### src/rtl/mcw_pkg.sv
package mcw_pkg;

  typedef enum logic {
    ENC_IDLE = 1'b0,
    ENC_SEND = 1'b1
  } enc_state_e;

  // Clock cycles in one half-bit period for a given bit rate.
  function automatic int unsigned half_cycles(int unsigned clk_hz, int unsigned bps);
    return clk_hz / (2 * bps);
  endfunction

endpackage

### src/rtl/mcw_sync.sv
module mcw_sync #(
  parameter int unsigned STAGES = 2
) (
  input  logic clk,
  input  logic rst_n,
  input  logic din,
  output logic dout
);

  logic [STAGES-1:0] stg_q;
  logic [STAGES-1:0] stg_d;

  generate
    if (STAGES == 1) begin : g_one
      always_comb stg_d = din;
    end else begin : g_many
      always_comb stg_d = {stg_q[STAGES-2:0], din};
    end
  endgenerate

  always_ff @(posedge clk or negedge rst_n) begin
    if (!rst_n) stg_q <= '0;
    else        stg_q <= stg_d;
  end

  assign dout = stg_q[STAGES-1];

endmodule

### src/rtl/mcw_halfdiv.sv
module mcw_halfdiv #(
  parameter int unsigned HALF_SLOW = 3125,
  parameter int unsigned HALF_FAST = 2500
) (
  input  logic clk,
  input  logic rst_n,
  input  logic start,
  input  logic run,
  input  logic fast,
  output logic phase,
  output logic bit_end
);

  localparam int unsigned HMAX = (HALF_SLOW > HALF_FAST) ? HALF_SLOW : HALF_FAST;
  localparam int unsigned CW   = (HMAX < 2) ? 1 : $clog2(HMAX);
  localparam logic [CW-1:0] LIM_S = CW'(HALF_SLOW - 1);
  localparam logic [CW-1:0] LIM_F = CW'(HALF_FAST - 1);

  logic [CW-1:0] cnt_q, cnt_d;
  logic          ph_q, ph_d;
  logic          fast_q, fast_d;
  logic [CW-1:0] lim;
  logic          half_end;

  generate
    if (HALF_SLOW == HALF_FAST) begin : g_single_rate
      always_comb lim = LIM_S;
    end else begin : g_dual_rate
      always_comb lim = fast_q ? LIM_F : LIM_S;
    end
  endgenerate

  always_comb begin
    half_end = run && (cnt_q == lim);
    cnt_d    = cnt_q;
    ph_d     = ph_q;
    fast_d   = fast_q;
    if (start) begin
      cnt_d  = '0;
      ph_d   = 1'b0;
      fast_d = fast;
    end else if (run) begin
      if (half_end) begin
        cnt_d = '0;
        ph_d  = ~ph_q;
      end else begin
        cnt_d = cnt_q + 1'b1;
      end
    end
  end

  always_ff @(posedge clk or negedge rst_n) begin
    if (!rst_n) begin
      cnt_q  <= '0;
      ph_q   <= 1'b0;
      fast_q <= 1'b0;
    end else begin
      cnt_q  <= cnt_d;
      ph_q   <= ph_d;
      fast_q <= fast_d;
    end
  end

  assign phase   = ph_q;
  assign bit_end = half_end && ph_q;

endmodule

### src/rtl/mcw_watchdog.sv
module mcw_watchdog #(
  parameter int unsigned WIN_FIRST = 56,
  parameter int unsigned WIN_LAST  = 104
) (
  input  logic clk,
  input  logic rst_n,
  input  logic clr,
  input  logic start,
  input  logic load,
  input  logic sending,
  input  logic bit_end,
  input  logic busy_s,
  output logic col_trig,
  output logic col_flag
);

  localparam int unsigned NW = $clog2(WIN_LAST + 2);
  localparam logic [NW-1:0] N_LO  = NW'(WIN_FIRST);
  localparam logic [NW-1:0] N_HI  = NW'(WIN_LAST);
  localparam logic [NW-1:0] N_ONE = NW'(1);
  localparam logic [NW-1:0] N_MAX = '1;

  logic [NW-1:0] num_q, num_d;
  logic          seen_q, seen_d;
  logic          col_q, col_d;
  logic          in_win;

  always_comb begin
    in_win   = sending && (num_q >= N_LO) && (num_q <= N_HI);
    col_trig = sending && bit_end && (num_q == N_HI) && !seen_q && !busy_s;

    num_d = num_q;
    if (start)                        num_d = N_ONE;
    else if (load && num_q != N_MAX)  num_d = num_q + 1'b1;

    seen_d = seen_q;
    if (start)                seen_d = 1'b0;
    else if (in_win && busy_s) seen_d = 1'b1;

    col_d = col_q;
    if (clr)           col_d = 1'b0;
    else if (col_trig) col_d = 1'b1;
  end

  always_ff @(posedge clk or negedge rst_n) begin
    if (!rst_n) begin
      num_q  <= '0;
      seen_q <= 1'b0;
      col_q  <= 1'b0;
    end else begin
      num_q  <= num_d;
      seen_q <= seen_d;
      col_q  <= col_d;
    end
  end

  assign col_flag = col_q;

endmodule

### src/rtl/mcw_encoder.sv
module mcw_encoder
  import mcw_pkg::*;
(
  input  logic clk,
  input  logic rst_n,
  input  logic clr,
  input  logic frame_act,
  input  logic ser_data,
  input  logic col_flag,
  input  logic col_trig,
  input  logic bit_end,
  input  logic phase,
  output logic sending,
  output logic start,
  output logic load,
  output logic bit_stb,
  output logic level
);

  enc_state_e st_q, st_d;
  logic       bit_q, bit_d;
  logic       stb_q, stb_d;
  logic       cont;

  always_comb begin
    sending = (st_q == ENC_SEND);
    start   = !sending && frame_act && !col_flag && !clr;
    cont    = sending && bit_end && frame_act && !col_trig && !clr;
    load    = start || cont;

    st_d = st_q;
    if (clr)                                            st_d = ENC_IDLE;
    else if (start)                                     st_d = ENC_SEND;
    else if (sending && bit_end && (!frame_act || col_trig)) st_d = ENC_IDLE;

    bit_d = load ? ser_data : bit_q;
    stb_d = load;
    level = sending && (bit_q ^ phase);
  end

  always_ff @(posedge clk or negedge rst_n) begin
    if (!rst_n) begin
      st_q  <= ENC_IDLE;
      bit_q <= 1'b0;
      stb_q <= 1'b0;
    end else begin
      st_q  <= st_d;
      bit_q <= bit_d;
      stb_q <= stb_d;
    end
  end

  assign bit_stb = stb_q;

endmodule

### src/rtl/manch_guard_tx.sv
module manch_guard_tx #(
  parameter int unsigned SYS_CLK_HZ  = 50_000_000,
  parameter int unsigned SLOW_BPS    = 8_000,
  parameter int unsigned FAST_BPS    = 10_000,
  parameter int unsigned WIN_FIRST   = 56,
  parameter int unsigned WIN_LAST    = 104,
  parameter int unsigned SYNC_STAGES = 2
) (
  input  logic clk,
  input  logic rst_n,
  input  logic tx_rst,
  input  logic frame_act,
  input  logic ser_data,
  input  logic mode_sel,
  input  logic inv_sel,
  input  logic busy,
  input  logic shut_en,
  output logic line_out,
  output logic bit_stb,
  output logic col_flag,
  output logic irq,
  output logic tx_on
);

  localparam int unsigned HALF_SLOW = mcw_pkg::half_cycles(SYS_CLK_HZ, SLOW_BPS);
  localparam int unsigned HALF_FAST = mcw_pkg::half_cycles(SYS_CLK_HZ, FAST_BPS);

  logic [1:0] rs_q;
  logic       rst_n_s;
  logic       busy_s;
  logic       sending, start, load, level;
  logic       phase, bit_end;
  logic       col_trig;

  // reset: asserted asynchronously, released on the clock
  always_ff @(posedge clk or negedge rst_n) begin
    if (!rst_n) rs_q <= 2'b00;
    else        rs_q <= {rs_q[0], 1'b1};
  end
  assign rst_n_s = rs_q[1];

  mcw_sync #(.STAGES(SYNC_STAGES)) u_bsync (
    .clk   (clk),
    .rst_n (rst_n_s),
    .din   (busy),
    .dout  (busy_s)
  );

  mcw_halfdiv #(.HALF_SLOW(HALF_SLOW), .HALF_FAST(HALF_FAST)) u_div (
    .clk     (clk),
    .rst_n   (rst_n_s),
    .start   (start),
    .run     (sending),
    .fast    (mode_sel),
    .phase   (phase),
    .bit_end (bit_end)
  );

  mcw_watchdog #(.WIN_FIRST(WIN_FIRST), .WIN_LAST(WIN_LAST)) u_wdog (
    .clk      (clk),
    .rst_n    (rst_n_s),
    .clr      (tx_rst),
    .start    (start),
    .load     (load),
    .sending  (sending),
    .bit_end  (bit_end),
    .busy_s   (busy_s),
    .col_trig (col_trig),
    .col_flag (col_flag)
  );

  mcw_encoder u_enc (
    .clk       (clk),
    .rst_n     (rst_n_s),
    .clr       (tx_rst),
    .frame_act (frame_act),
    .ser_data  (ser_data),
    .col_flag  (col_flag),
    .col_trig  (col_trig),
    .bit_end   (bit_end),
    .phase     (phase),
    .sending   (sending),
    .start     (start),
    .load      (load),
    .bit_stb   (bit_stb),
    .level     (level)
  );

  assign line_out = level ^ inv_sel;
  assign irq      = col_flag;
  assign tx_on    = !(col_flag && shut_en);

endmodule

### config.mk
export PLATFORM = sky130hd
export DESIGN_NAME = manch_guard_tx
export DESIGN_NICKNAME = d
export VERILOG_FILES = /design/src/rtl/mcw_pkg.sv /design/src/rtl/mcw_sync.sv /design/src/rtl/mcw_halfdiv.sv /design/src/rtl/mcw_watchdog.sv /design/src/rtl/mcw_encoder.sv /design/src/rtl/manch_guard_tx.sv
export SDC_FILE = /design/constraint.sdc
export NUM_CORES = 1
export LEC_CHECK = 0
export CAP_MARGIN = 10
export CELL_PAD_IN_SITES_DETAIL_PLACEMENT = 1
export CELL_PAD_IN_SITES_GLOBAL_PLACEMENT = 1
export CORE_ASPECT_RATIO = 1.25
export CORE_UTILIZATION = 45
export DETAILED_ROUTE_END_ITERATION = 8
export DONT_BUFFER_PORTS = 1
export GPL_TIMING_DRIVEN = 1
export PLACE_DENSITY_LB_ADDON = 0.1
export SETUP_SLACK_MARGIN = 0.02
export SKIP_LAST_GASP = 1
export SYNTH_ARGS = -nofsm -noshare
export SYNTH_HDL_FRONTEND = slang
export SYNTH_HIERARCHICAL = 1
export SYNTH_SLANG_ARGS = --single-unit
### constraint.sdc
create_clock -name clk -period 2.1 [get_ports clk]
set_clock_uncertainty 0.05 [all_clocks]
set_input_delay 0.42 -clock clk [delete_from_list [all_inputs] [get_ports clk]]
set_output_delay 0.42 -clock clk [all_outputs]
set_load 0.03 [all_outputs]
* After elaboration in Yosys (flattened, before gate mapping)
Index checks and enable logic that the tools add are counted. W data, S select, Z words.
Cells by class: bitwise logic cells 3, shifts and indexed selects 0, order comparisons 2, add/sub/neg operators 2, equality and inequality tests 3, divide/modulo/power cells 0, reduce and logical (&&, ||, !) cells 36, $mul 0, muxes and demuxes 16
Operators with widths (number):
- $mux W12 | 3
- $logic_and A1 B1 Y1 | 19
- $mux W7 | 2
- $add A12 B1 Y12 const B | 1
- $eq A12 B12 Y1 | 1
- $mux W11 | 1
- $mux W1 | 10
- $reduce_bool A2 Y1 | 5
- $logic_not A1 Y1 | 8
- $add A7 B1 Y7 const B | 1
- $eq A7 B7 Y1 const B | 1
- $ge A7 B6 Y1 const B | 1
- $le A7 B7 Y1 const B | 1
- $ne A7 B7 Y1 const B | 1
- $reduce_bool A3 Y1 | 1
- $logic_or A1 B1 Y1 | 2
- $reduce_and A2 Y1 | 1
- $xor A1 B1 Y1 | 2
- $not A1 Y1 | 1
Storage, ports and cells: output and inout bits 5, bits of input ports 9, bits in registers 30, word-level logic and storage cells 73, memory bits (read-only) 0, RAM bits 0, latch bits 0, memories kept 0

* Longest topological paths before layout
word-level depth 15, gate-level depth with buffers 12, gate-level depth less buffers 11

* Cells and area by module
Netlist, hierarchy kept.
Modules (own cells, without submodules):
- mcw_halfdiv | seq. area each 350.3 um^2, times used 1, area an instance 792.0 um^2, cells each 80
- mcw_watchdog | seq. area each 225.2 um^2, times used 1, area an instance 529.3 um^2, cells each 52
- mcw_encoder | seq. area each 75.1 um^2, times used 1, area an instance 172.7 um^2, cells each 16
- manch_guard_tx | seq. area each 50.0 um^2, times used 1, area an instance 73.8 um^2, cells each 6
- mcw_sync | seq. area each 50.0 um^2, times used 1, area an instance 50.0 um^2, cells each 2

* Worst setup path before layout
No wires, ideal clock.
path type register to register, from register u_div.cnt_q[7], to register u_wdog.num_q[4], cell stages (with the launch flop) 12, required time 1.925 ns, setup slack -0.507 ns, arrival time 2.432 ns, clock period less this slack 2.607 ns, library setup time 0.125 ns, buffers on the path 0, cell sequence dfrtp_1 > or4b_1 > nor3_2 > o221a_4 > and2_1 > nand3b_1 > nor4_2 > nand3b_1 > a21oi_4 > nand4_1 > a21oi_2 > mux2_4
On the way: longest elaborated chain between the ends 13, elaborated cells on any way between the ends 14, classes of those cells eq/ne: 1; reduce/logical: 13
Ends and longest elaborated chain:
- start, declared | line mcw_halfdiv.sv:19 | logic [CW-1:0] cnt_q, cnt_d;
- start signal, assigned | line mcw_halfdiv.sv:58 | cnt_q <= cnt_d;
- $eq A12 B12 Y1 | line mcw_halfdiv.sv:34 | half_end = run && (cnt_q == lim);
- $logic_and A1 B1 Y1 | line mcw_halfdiv.sv:34
- $logic_and A1 B1 Y1 | line mcw_halfdiv.sv:65 | assign bit_end = half_end && ph_q;
- via bit_end | line manch_guard_tx.sv:32 | logic phase, bit_end;
- $logic_and A1 B1 Y1 (4 in a row) | line mcw_watchdog.sv:30 | col_trig = sending && bit_end && (num_q == N_HI) && !seen_q && !busy_s;
- via col_trig | line manch_guard_tx.sv:33 | logic col_trig;
- $logic_not A1 Y1 | line mcw_encoder.sv:28 | cont = sending && bit_end && frame_act && !col_trig && !clr;
- $logic_and A1 B1 Y1 (2 in a row) | line mcw_encoder.sv:28
- $logic_or A1 B1 Y1 | line mcw_encoder.sv:29 | load = start || cont;
- via load | line manch_guard_tx.sv:31 | logic sending, start, load, level;
- $logic_and A1 B1 Y1 | line mcw_watchdog.sv:34 | else if (load && num_q != N_MAX) num_d = num_q + 1'b1;
- $reduce_bool A2 Y1 (no line)
- end signal, assigned | line mcw_watchdog.sv:51 | num_q <= num_d;
- end, declared | line mcw_watchdog.sv:23 | logic [NW-1:0] num_q, num_d;
The timed path passes the listed nets, and every way through them passes these cells. A chain may end at the register's enable or synchronous reset.

* Worst setup path in the final report
Ends and elaborated chain as after synthesis.

==> key figures <==
Placed design
  – RePlAce Congestion: about 0.86
  – HPWL after DPL: approximately 2.8 mm
  – I/O Buffers: 0
  – Placed Instance Area: 1840 sq um

Setup path
  – Reg-to-reg critical path endpoint: u_wdog/num_q[4]
  – Worst Path Arrival: approximately 2.8 ns
  – Reg-to-reg slack, setup: -0.61 ns
  – Cells along the critical path: or4b_1, nor3_2, o221a_4, and2_4, nand3b_1, nor4_2, nand3b_1, a21oi_4, nand4_1, a21oi_2, mux2_4
  – Crit Path Class: reg2reg
  – Cell mode on critical path: nand3b_1
  – Crit-path max cell delay: ~0.53 ns
  – WP depth: 11
  – Reg2Reg Launch Point: u_div/cnt_q[7]
  – Worst EP required: roughly 2.2 ns
  – Worst path buffer plus inverter count: 0
  – CP Max Fanout: 6
  – CP delay by family, top: simple AND/OR/NAND/NOR gates
  – Worst setup path start: u_div/cnt_q[7]
  – Setup crit end kind: register
  – FF-to-FF path depth: 11
  – CP startpoint kind: register
  – Crit-path slowest cell: or4b_1
  – CP endpoint: u_wdog/num_q[4]

Clock tree
  – CTS tree: yes
  – Root buf cell: clkbuf_8
  – # H-tree levels: 2
  – Worst-Skew Late Latency: a little under 0.3 ns
  – CTS max path bufs: 2
  – Clock sinks: 30
  – Total CTS buffers: 5
  – Worst-path clk slew: approximately 0.070 ns

Job
  – Max-cap violations: 0

Floorplan
  – Die Y: slightly below 70 um
  – Initial cell density of the core: 46.8%
  – Top-Level Pins: 14
  – Core Area: about 3500 sq um
  – DIE AREA: a little under 4000 sq um
  – Die W: around 56 um
  – Site Rows: 24

Synthesis
  – Library cells used by synthesis: between 40 and 50
  – Post-synth EDFFs: 0
  – Ys flop type: dfrtp_1
  – Post-synthesis sequential area ratio: a little under half
  – Yosys reg bits: 30
  – Synth warnings: 6
  – Post-Syn Instances: roughly 160
  – Syn_area_per_cell: just over 10 sq um
  – Syn nets: 168
  – Post-Syn Area: approximately 1600 sq um
  – Fraction of registers with async set/reset: 100%

Detailed routing
  – Routed WL: just over 4 mm
  – ANT nets after route: 0
  – Drt pass-1 iters: 4
  – Via density: between 5 and 6
  – DR WL/cell: between 15 and 20 um
  – DRT iter0 DRCs: between 50 and 60
  – DRC Markers: 0
  – DR vias: 1331

GRT
  – Vias in the first global route: 1466
  – Grt ovf: 0
  – Initial antenna violation count: 0
  – Largest net degree at the start of global routing: 29
  – GRT Overall Usage: 24.4%
  – First-pass GRT wire length: 7.07 mm

STA
  – Final max-slew violation count: 0
  – Final setup viols: 11
  – Fin crit share: 129%
  – TNS Setup: -5.24 ns
  – Minimum clock period: 2.71 ns
  – RSZ-0062 raised after global routing: yes
  – Setup WS post-layout: -0.612 ns
  – Max Freq: between 300 and 400 MHz
  – Final hold viol count: 0
  – Final hold slack: ~0.11 ns

Status
  – Violated checks: setup timing
  – Status: finished with violations

Hold path
  – Hold WC Path Type: in2reg
  – Hold depth: 0

Final layout
  – Post-route cell area: ~2100 sq um
  – N_diodes: 0
  – Layout cells sized above 1: 34.7%
  – Synthesis-to-layout area growth: 28.2%
  – Fill count: about 390
  – Final net count: 204

Pwr
  – Max IR drop VDD: between 0.6 and 0.7 mV
  – Pwr Density: 750 nW/um^2
  – LEAKAGE: around 0.94 nW
  – Total Power: 1.56 mW
==> area by class of cell <==
type / count / area [sq um] / share of cell area [%]
multi-input cells: 112 / 858 / 41.4
flip-flops and latches: 30 / 751 / 36.2
repair buffers: 36 / 280 / 13.5
clock buffers: 8 / 110 / 5.31
well taps: 39 / 48.8 / 2.35
inverters: 7 / 26.3 / 1.27
==> layout by cell type (no fill, tap or decap), drive strengths merged, types with 6 or more instances in the layout <==
cell type and count:
buf 35, xnor2 8, nor3 15, nand2 12, clkbuf 8, nor2 9
inv 7, dfrtp 30, a21oi 6
==> synth_stat cells (all sizes together), types with 2 or more instances <==
cell type  count  area, sq um
nor3          15         80.1
nor2           9         33.8
xnor2          8         70.1
nand3b         4         30.0
nand2b         5         31.3
ha             3         37.5
clkbuf         2         7.51
nand4          4         25.0
xor2           4         35.0
dfrtp         30          751
a211oi         3         22.5
and2           2         12.5
nor2b          3         18.8
buf            5         40.0
mux2i          2         20.0
inv            7         26.3
o221a          2         31.3
nand2         12         45.0
nor4           5         37.5
mux2           4         52.6
and3           3         18.8
a21oi          6         45.1
nand3          3         15.0
==> per-layer routing <==
metal | wire length [um] | GRT usage (%)
met4 | 143 | 11.1
met5 | 0 | 0
met3 | 90 | 5.25
met2 | 2320 | 44.3
met1 | 1560 | 26.6
==> state kept, by name, indices dropped and copies added, names as in the netlist <==
signal           cells
u_enc/sending        1
u_div/phase          1
u_enc/bit_stb        1
u_wdog/num_q         7
u_div/cnt_q         12
u_bsync/stg_q        2
u_wdog/col_flag      1
rs_q                 2
u_div/fast_q         1
u_enc/bit_q          1
u_wdog/seen_q        1
==> cells by family after synthesis <==
group	share of synthesized area [%]
AO/OA/AOI/OAI	11.3
XOR/XNOR	6.50
adder cells (fa/ha/maj)	2.32
buffers and inverters	4.56
flip-flops	46.4
multiplexers	4.49
other	0.232
AND/OR/NAND/NOR	24.2
==> how the worst min path moves through the flow <==
| stage | endpoint | startpoint |
|---|---|---|
| 6_report | u_bsync/stg_q[0] | busy |
| 5_1_grt | u_bsync/stg_q[0] | busy |
| 4_1_cts | u_bsync/stg_q[0] | busy |
| 3_5_place_dp | rs_q[1] | rst_n |
| 3_3_place_gp | rs_q[1] | rst_n |
| 2_1_floorplan | rs_q[0] | rst_n |
==> where the power goes <==
group	internal [mW]	total [mW]	leakage (nW)	switching, mW
sequential	0.630	0.678	0.396	0.0482
combinational	0.155	0.329	0.486	0.174
clock	0.330	0.549	0.0575	0.219
total	1.12	1.56	0.939	0.441
==> metrics by stage <==
stage | worst slack (ns) | util, % | std cells
6_report | -0.612 | 60.1 | 232
5_1_grt | -0.767 | 60.1 | 232
3_5_place_dp | -0.560 | 53.3 | 217
2_1_floorplan | -0.492 | - | 156
4_1_cts | -0.535 | 59.0 | 232
3_3_place_gp | -0.438 | 53.3 | 217
==> repair_timing <==
action / in CTS / in global routing
setup buffers: 7 / 2
pin swaps: 4 / 3
resized for setup: 7 / 7
endpoints found under the hold margin: 2 / 0
endpoints found under the setup margin: 14 / 17
hold buffers: 1 / 0
==> worst reg2reg max path: stages (launching register included) <==
cell      delay (ns)
dfrtp_1         0.38
or4b_1          0.53
nor3_2          0.16
o221a_4         0.22
and2_4          0.15
nand3b_1        0.12
nor4_2          0.22
nand3b_1        0.21
a21oi_4         0.10
nand4_1         0.12
a21oi_2         0.05
mux2_4          0.30
(Power assumes the default switching activity.)
